### config.mk
export PLATFORM = sky130hd
export DESIGN_NAME = flipmask_gen
export DESIGN_NICKNAME = d
export VERILOG_FILES = /design/src/rtl/flipmask_pkg.sv /design/src/rtl/flipmask_ctrl.sv /design/src/rtl/flipmask_prng.sv /design/src/rtl/flipmask_groups.sv /design/src/rtl/flipmask_datapath.sv /design/src/rtl/flipmask_gen.sv
export SDC_FILE = /design/constraint.sdc
export NUM_CORES = 1
export LEC_CHECK = 0
export ABC_CLOCK_PERIOD_IN_PS = 2650
export BUFFER_PORTS_ARGS = -buffer_cell sky130_fd_sc_hd__clkbuf_2
export CORE_MARGIN = 2
export CORE_UTILIZATION = 40
export DETAILED_ROUTE_END_ITERATION = 7
export SYNTH_ARGS = -nofsm -noshare
export SYNTH_HDL_FRONTEND = slang
export SYNTH_SLANG_ARGS = --single-unit
### constraint.sdc
create_clock -name clk -period 2.65 [get_ports clk]
set_clock_uncertainty 0.05 [all_clocks]
set_input_delay 0.53 -clock clk [delete_from_list [all_inputs] [get_ports clk]]
set_output_delay 0.53 -clock clk [all_outputs]
set_load 0.01 [all_outputs]
### src/rtl/flipmask_pkg.sv
package flipmask_pkg;
  localparam int GROUP_W     = 64;
  localparam int IDX_W       = 6;
  localparam int SAMPLE_W    = 8;
  localparam int FIELD_W     = IDX_W + SAMPLE_W;
  localparam int RNG_W       = 128;
  localparam int RNG_WORD_W  = 32;
  localparam int SAMPLE_SPAN = 2 ** SAMPLE_W;

  typedef struct packed {
    logic stepRng;
    logic captureMask;
    logic zeroMask;
  } ctrlStrobes_t;
endpackage

### src/rtl/flipmask_ctrl.sv
module flipmask_ctrl
  import flipmask_pkg::*;
(
  input  logic         clk,
  input  logic         rst_n,
  input  logic         advEn,
  input  logic         loadMask,
  input  logic         clearMask,
  output ctrlStrobes_t strobes
);
  always_comb begin
    strobes.stepRng     = advEn;
    strobes.zeroMask    = clearMask;
    strobes.captureMask = loadMask & ~clearMask;
  end

  // clear and capture never fire together
  a_r6_clear_wins: assert property (@(posedge clk) disable iff (!rst_n)
    !(strobes.zeroMask && strobes.captureMask));
endmodule

### src/rtl/flipmask_prng.sv
module flipmask_prng
  import flipmask_pkg::*;
#(
  parameter logic [63:0] SEED = 64'hB504_F32D_B504_F32D
) (
  input  logic             clk,
  input  logic             rst_n,
  input  logic             stepRng,
  output logic [RNG_W-1:0] rngState
);
  logic [RNG_WORD_W-1:0] w0, w1, w2, w3, tmix, wNew;

  always_comb begin
    w0   = rngState[0*RNG_WORD_W +: RNG_WORD_W];
    w1   = rngState[1*RNG_WORD_W +: RNG_WORD_W];
    w2   = rngState[2*RNG_WORD_W +: RNG_WORD_W];
    w3   = rngState[3*RNG_WORD_W +: RNG_WORD_W];
    tmix = w0 ^ (w0 << 11);
    wNew = w3 ^ (w3 >> 19) ^ tmix ^ (tmix >> 8);
  end

  always_ff @(posedge clk or negedge rst_n) begin
    if (!rst_n)       rngState <= {SEED, SEED};
    else if (stepRng) rngState <= {wNew, w3, w2, w1};
  end

  // generator holds when not stepped
  a_r2_hold_state: assert property (@(posedge clk) disable iff (!rst_n)
    !stepRng |=> $stable(rngState));
  // word shift on a step
  a_r2_word_shift: assert property (@(posedge clk) disable iff (!rst_n)
    stepRng |=> rngState[RNG_WORD_W-1:0] == $past(rngState[2*RNG_WORD_W-1:RNG_WORD_W]));
  // a nonzero state stays nonzero
  a_r2_nonzero: assert property (@(posedge clk) disable iff (!rst_n)
    rngState != '0);
endmodule

### src/rtl/flipmask_groups.sv
module flipmask_groups
  import flipmask_pkg::*;
#(
  parameter int HASH_BITS  = 512,
  parameter int NOISE_BITS = 8,
  parameter int THRESH     = 179,
  localparam int USED_W    = NOISE_BITS * FIELD_W
) (
  input  logic [USED_W-1:0]    rndUsed,
  output logic [HASH_BITS-1:0] maskNext
);
  localparam logic [SAMPLE_W:0] THRESH_V = (SAMPLE_W+1)'(THRESH);

  for (genvar g = 0; g < NOISE_BITS; g++) begin : gGroup
    logic [IDX_W-1:0]    bitIdx;
    logic [SAMPLE_W-1:0] sample;
    logic                hit;
    assign bitIdx = rndUsed[g*FIELD_W +: IDX_W];
    assign sample = rndUsed[g*FIELD_W + IDX_W +: SAMPLE_W];
    assign hit    = {1'b0, sample} < THRESH_V;
    assign maskNext[g*GROUP_W +: GROUP_W] =
      hit ? (GROUP_W'(1) << bitIdx) : '0;
  end
endmodule

### src/rtl/flipmask_datapath.sv
module flipmask_datapath
  import flipmask_pkg::*;
#(
  parameter int          HASH_BITS  = 512,
  parameter int          NOISE_BITS = 8,
  parameter int          RATE_NUM   = 70,
  parameter int          RATE_DEN   = 100,
  parameter logic [63:0] SEED       = 64'hB504_F32D_B504_F32D
) (
  input  logic                 clk,
  input  logic                 rst_n,
  input  ctrlStrobes_t         strobes,
  output logic [HASH_BITS-1:0] flipMask
);
  localparam int USED_W = NOISE_BITS * FIELD_W;
  localparam int THRESH = (RATE_NUM * SAMPLE_SPAN) / RATE_DEN;

  initial begin
    if (NOISE_BITS <= 0 || HASH_BITS % NOISE_BITS != 0)
      $fatal(1, "mask width must split evenly into groups");
    if (HASH_BITS / NOISE_BITS != GROUP_W)
      $fatal(1, "group width must be %0d", GROUP_W);
    if (USED_W > RNG_W)
      $fatal(1, "random fields exceed %0d bits", RNG_W);
    if (RATE_DEN <= 0 || RATE_NUM < 0 || RATE_NUM > RATE_DEN)
      $fatal(1, "rate fraction out of range");
    if (SEED == 64'd0)
      $fatal(1, "seed must be nonzero");
  end

  logic [RNG_W-1:0]     rngState;
  logic [HASH_BITS-1:0] maskNext;

  flipmask_prng #(.SEED(SEED)) u_prng (
    .clk      (clk),
    .rst_n    (rst_n),
    .stepRng  (strobes.stepRng),
    .rngState (rngState)
  );

  flipmask_groups #(
    .HASH_BITS  (HASH_BITS),
    .NOISE_BITS (NOISE_BITS),
    .THRESH     (THRESH)
  ) u_groups (
    .rndUsed  (rngState[USED_W-1:0]),
    .maskNext (maskNext)
  );

  always_ff @(posedge clk or negedge rst_n) begin
    if (!rst_n)                   flipMask <= '0;
    else if (strobes.zeroMask)    flipMask <= '0;
    else if (strobes.captureMask) flipMask <= maskNext;
  end

  // clear empties the register
  a_r6_clear_zero: assert property (@(posedge clk) disable iff (!rst_n)
    strobes.zeroMask |=> flipMask == '0);
  // no strobe, no change
  a_r7_hold_mask: assert property (@(posedge clk) disable iff (!rst_n)
    !strobes.zeroMask && !strobes.captureMask |=> $stable(flipMask));
  // capture takes the mask of the pre-step word
  a_r5_capture: assert property (@(posedge clk) disable iff (!rst_n)
    strobes.captureMask |=> flipMask == $past(maskNext));

  for (genvar g = 0; g < NOISE_BITS; g++) begin : gChk
    // at most one flipped bit per group
    a_r4_one_per_group: assert property (@(posedge clk) disable iff (!rst_n)
      $countones(flipMask[g*GROUP_W +: GROUP_W]) <= 1);
    if (THRESH >= SAMPLE_SPAN) begin : gFull
      // full rate flips exactly one bit per group
      a_r8_full_rate: assert property (@(posedge clk) disable iff (!rst_n)
        strobes.captureMask |=> $countones(flipMask[g*GROUP_W +: GROUP_W]) == 1);
    end
    if (THRESH == 0) begin : gZero
      // zero rate never flips
      a_r8_zero_rate: assert property (@(posedge clk) disable iff (!rst_n)
        flipMask[g*GROUP_W +: GROUP_W] == '0);
    end
  end
endmodule

### src/rtl/flipmask_gen.sv
module flipmask_gen
  import flipmask_pkg::*;
#(
  parameter int          HASH_BITS  = 512,
  parameter int          NOISE_BITS = 8,
  parameter int          RATE_NUM   = 70,
  parameter int          RATE_DEN   = 100,
  parameter logic [63:0] SEED       = 64'hB504_F32D_B504_F32D
) (
  input  logic                 clk,
  input  logic                 rst_n,
  input  logic                 advEn,
  input  logic                 loadMask,
  input  logic                 clearMask,
  output logic [HASH_BITS-1:0] flipMask
);
  ctrlStrobes_t strobes;

  flipmask_ctrl u_ctrl (
    .clk       (clk),
    .rst_n     (rst_n),
    .advEn     (advEn),
    .loadMask  (loadMask),
    .clearMask (clearMask),
    .strobes   (strobes)
  );

  flipmask_datapath #(
    .HASH_BITS  (HASH_BITS),
    .NOISE_BITS (NOISE_BITS),
    .RATE_NUM   (RATE_NUM),
    .RATE_DEN   (RATE_DEN),
    .SEED       (SEED)
  ) u_dp (
    .clk      (clk),
    .rst_n    (rst_n),
    .strobes  (strobes),
    .flipMask (flipMask)
  );
endmodule

== Word-level counts from Yosys, hierarchy flattened ==
Cells that the tools add are included.

* $lt $le $gt $ge: 8
* Shift operators: 8
* Muxes and demuxes: 10
* Bitwise logic cells: 6
* Reduce and logical (&&, ||, !) cells: 1

{| class="wikitable"
|+ Operators with widths
! cell !! number
|-
| $mux W512 || 2
|-
| $mux W64 || 8
|-
| $shl A1 B6 Y64 const A || 8
|-
| $lt A8 B8 Y1 const B || 8
|-
| $xor A32 B32 Y32 || 2
|-
| $xor A32 B13 Y32 || 1
|-
| $xor A32 B24 Y32 || 1
|-
| $reduce_bool A2 Y1 || 1
|-
| $and A1 B1 Y1 || 1
|-
| $not A1 Y1 || 1
|}

* Bits in registers: 640
* Bits of input ports: 5

== Longest topological paths before layout ==
* Depth after elaboration: 4
* Depth in mapped cells: 7
* Mapped depth without buffers: 4

== By module ==
A second synthesis with hierarchy kept.

* Cells, all modules: 2,877
* Area, all modules: 30,560.6 sq um

{| class="wikitable"
|+ Modules (own cells, without submodules)
! module !! times used !! cells each !! area an instance (sq um) !! seq. area each (sq um)
|-
| flipmask_datapath || 1 || 1,650 || 21,109.0 || 12,812.3
|-
| flipmask_prng || 1 || 363 || 5,421.4 || 3,283.1
|-
| flipmask_groups || 1 || 861 || 4,001.3 || 0.0
|-
| flipmask_ctrl || 1 || 3 || 28.8 || 0.0
|}

== Worst setup path before layout ==
Ideal clock, no wire load.

* Path type: input-to-reg
* From: in loadMask
* To: reg u_dp.flipMask[280]
* Setup time: 0.067 ns
* Arrival time: 1.812 ns
* Required time: 2.533 ns
* Setup slack: 0.721 ns
* Cell stages on the path: 7
* Cell sequence: nor2b_1 -> clkbuf_1 -> buf_2 -> nand2_1 -> a211oi_2 -> buf_2 -> a22o_1

* Cells in the longest elaborated chain, start to end: 2

{| class="wikitable"
|+ Ends and longest elaborated chain
! what !! line !! text
|-
| start, declared || flipmask_gen.sv:13 || <nowiki>input logic loadMask,</nowiki>
|-
| $and A1 B1 Y1 || flipmask_ctrl.sv:14 || <nowiki>strobes.captureMask = loadMask & ~clearMask;</nowiki>
|-
| $reduce_bool A2 Y1 (no line) || n/a ||
|-
| end signal, assigned || flipmask_datapath.sv:53 || <nowiki>else if (strobes.captureMask) flipMask <= maskNext;</nowiki>
|-
| end, declared || flipmask_datapath.sv:13 || <nowiki>output logic [HASH_BITS-1:0] flipMask</nowiki>
|}

No other way between the ends.
A chain may end at the register's enable or synchronous reset.

== Final worst setup path ==
* From: reg u_dp.u_prng.rngState[7]
* To: reg u_dp.flipMask[18]

* Cells in the longest elaborated chain, start to end: 4

{| class="wikitable"
|+ Ends and longest elaborated chain
! what !! line !! text
|-
| start, declared || flipmask_prng.sv:9 || <nowiki>output logic [RNG_W-1:0] rngState</nowiki>
|-
| start signal, assigned || flipmask_prng.sv:23 || <nowiki>if (!rst_n) rngState <= {SEED, SEED};</nowiki>
|-
| start signal, assigned || flipmask_prng.sv:24 || <nowiki>else if (stepRng) rngState <= {wNew, w3, w2, w1};</nowiki>
|-
| $lt A8 B8 Y1 || flipmask_groups.sv:20 || <nowiki>assign hit = {1'b0, sample} < THRESH_V;</nowiki>
|-
| $mux W64 || flipmask_groups.sv:22 || <nowiki>hit ? (GROUP_W'(1) << bitIdx) : '0;</nowiki>
|-
| $mux W512 || flipmask_datapath.sv:53 ||
|-
| $mux W512 || flipmask_datapath.sv:52 || <nowiki>else if (strobes.zeroMask) flipMask <= '0;</nowiki>
|}

No other way between the ends. The select of a mux whose other input is x is not followed.

==> qor.yml <==
outcome:
  status: "finished clean"
logic_synthesis:
  syn_area_per_cell_um2: 14.0
  synth.area.top_cells: "dfrtp_1 (58%), a22o_1 (18%), dfstp_2 (6.8%)"
  syn_inst: 1768
  ys_types: 25
  synth_common_cells: "dfrtp_1 (576), a22o_1 (512), clkbuf_1 (107)"
  synthArstFlopShare_pct: 100
  yosys.cell_count.top_type: "dfrtp_1"
  yosys_warnings: 0
  synth_top_area_share_pct: 58.1
  synth_edf_count: 0
  yosysTopAreaCell: "dfrtp_1"
  yosysSeqAreaShare_pct: 64.9
  syn-num-nets: 1773
  netlist_area_um2: 24800
  synth-seq-cells: 640
  synth_ff_type: "dfrtp_1"
setup_path:
  path_cells: "a211o_1 -> a31o_4 -> a2111oi_4 -> buf_4 -> a22o_1"
  crit_path_max_incr_delay_ns: 0.48
  start_kind: "register"
  cp-end-kind: "register"
  cp_data_arrival_time_ns: 2.56
  reg2reg_from: "u_dp.u_prng.rngState[7]"
  cp_max_fo: 12
  required_ns: 3.13
  critPathKind: "reg -> reg"
  critPathSlowestCell: "dfrtp_1"
  crit_start: "u_dp.u_prng.rngState[7]"
layout:
  drive_gt1_share_pct: 37.7
  postLayoutCoreUtil_pct: 50.1
  synthToLayoutAreaGrowth_pct: 24.2
  nFillCells: 5395
  final_nets: 2287
  multi_input_area_um2: 8080
  seq_area_um2: 16100
  n_antenna_cell: 0
place:
  gp_congestion: 0.828
  post-dp-hpwl_um: 49800
  io_buffers: 516
die:
  die_x_um: 253
  initial_core_util_pct: 40.3
  core_um2: 61500
  placementRows: 91
  dieArea_um2: 64000
  fp.dieH_um: 253
  io-pin-count: 517
timing:
  tightest_slew_ns: 0.998
  holdWs_ns: 0.383
  hold_viol: 0
  slew_violations: 0
  rsz0062_at_grt: "false"
  relSlewSlack_pct: 32.9
  fin_crit_sh_pct: 78.5
  max_freq_mhz: 481
  fin_crit_ns: 2.08
  setup_viol: 0
  setup_tns_ns: 0
global_route:
  grt_max_degree: 129
  grt_pass1_wl_um: 110000
  grt_remaining_overflow: 0
  grt_use_total_pct: 22.1
  antenna_found_initial: 0
  grt_pass1_vias: 17600
job:
  max-cap-violations: 0
cts:
  clk_path_buf_depth: 3
  cts_max_level: 3
  clk_pin_slew_ns: 0.06
  cts_sinks: 640
  post_cts_buffers: 0
  clock_insertion_delay_worst_skew_ns: 0.60
  root_buffer: "clkbuf_16"
  cts_inserted_buffers: 69
  cts_tree: "done"
power:
  p_leak_uw: 0.0153
  vdd_drop_max_mv: 0.535
  power_density_nw_per_um2: 979
routing:
  avgRoutedWirePerCell_um: 23.0
  drt_pass1_iterations: 7
  initialDrtViolationCount: 1264
  ant_nets: 0
  drt_wl_total_um: 72000
  routed_via_density: 5.57
  drc: 0
  vias: 17400
worst_hold_path:
  hold_class: "in -> async"
==> metrics by stage <==
step / cells / setup WS [ns] / area, µm² / total power [µW]
floorplan: 1768 / 0.721 / 24800 / 17800
global placement: 3000 / 0.547 / 28500 / 20300
detailed placement: 3000 / 0.569 / 28500 / 20500
CTS: 3128 / 0.549 / 30800 / 30400
global route: 3128 / 0.506 / 30800 / 31600
finish: 3128 / 0.570 / 30800 / 30200
==> where the power goes <==
part	internal (µW)	total, µW	switching [µW]
combinational	2830	6640	3810
sequential	11400	13700	2220
clock	5890	9840	3950
total	20200	30200	9980
==> routing by layer <==
metal  up-vias  GRT usage [%]  routed length [µm]
li1       7653              -                   -
met1      9023           30.5               31200
met2       596           34.2               34000
met3       144           4.55                4250
met4         0           8.83                2550
met5         -              0                   0
==> registers in the layout, indices dropped and copies added, names as in the netlist <==
name,count
u_dp.flipMask,512
u_dp.u_prng.rngState,128
==> repair_timing <==
action | 4_1_cts | 5_1_grt
hold buffers | 1 | 0
gates resized for setup | 0 | 0
endpoints found under the hold margin | 35 | 0
==> cells by family after synthesis <==
logic type / after synthesis / synth area share (%)
AOI/OAI and AO/OA: 560 / 20.3
xor gates and xnor gates: 93 / 3.40
buffers and inverters: 144 / 2.52
DFF: 640 / 64.9
muxes: 96 / 4.36
and+or+nand+nor: 235 / 4.49
==> worst max-delay path, delay by kind of cell, from the launching register on <==
family	cells	cell delay [ns]
compound gates	4	1.19
flops	1	0.48
buf+inv	1	0.28
==> area by class of cell <==
type	instances	share of cell area, %
multi-input cells	984	26.2
flip-flops and latches	640	52.3
clock buffers	104	6.69
clock inverters	23	0.873
well taps	790	3.21
repair buffers	587	10.7
==> cells in the final DEF (no fill, tap or decap), drive strengths merged, types with 8 or more instances in the layout <==
cell type  instances
xor2              29
dfstp             64
a211o              8
clkbuf           618
nand3b             8
a2111oi            8
buf               72
mux2              96
nor4               8
nand3              8
dfrtp            576
a22o             512
a211oi             8
nand2b            33
nor2b             11
a21oi             16
nor3              48
nand2             46
xnor2             62
a31o               8
clkinv            14
nor2              73
==> path summary, 6_finish.rpt <==
check / end / slack [ns] / cells past startpoint
hold / removal: u_dp.flipMask[430] / 0.38 / 2
setup / recovery: u_dp.flipMask[18] / 0.57 / 5
hold reg to reg: u_dp.u_prng.rngState[113] / 0.42 / 1
min in group clk: u_dp.u_prng.rngState[113] / 0.42 / 1
setup reg to reg: u_dp.flipMask[18] / 0.57 / 5
max in group asynchronous: u_dp.flipMask[358] / 1.21 / 4
Note: power is estimated with default switching activity, not from simulation.
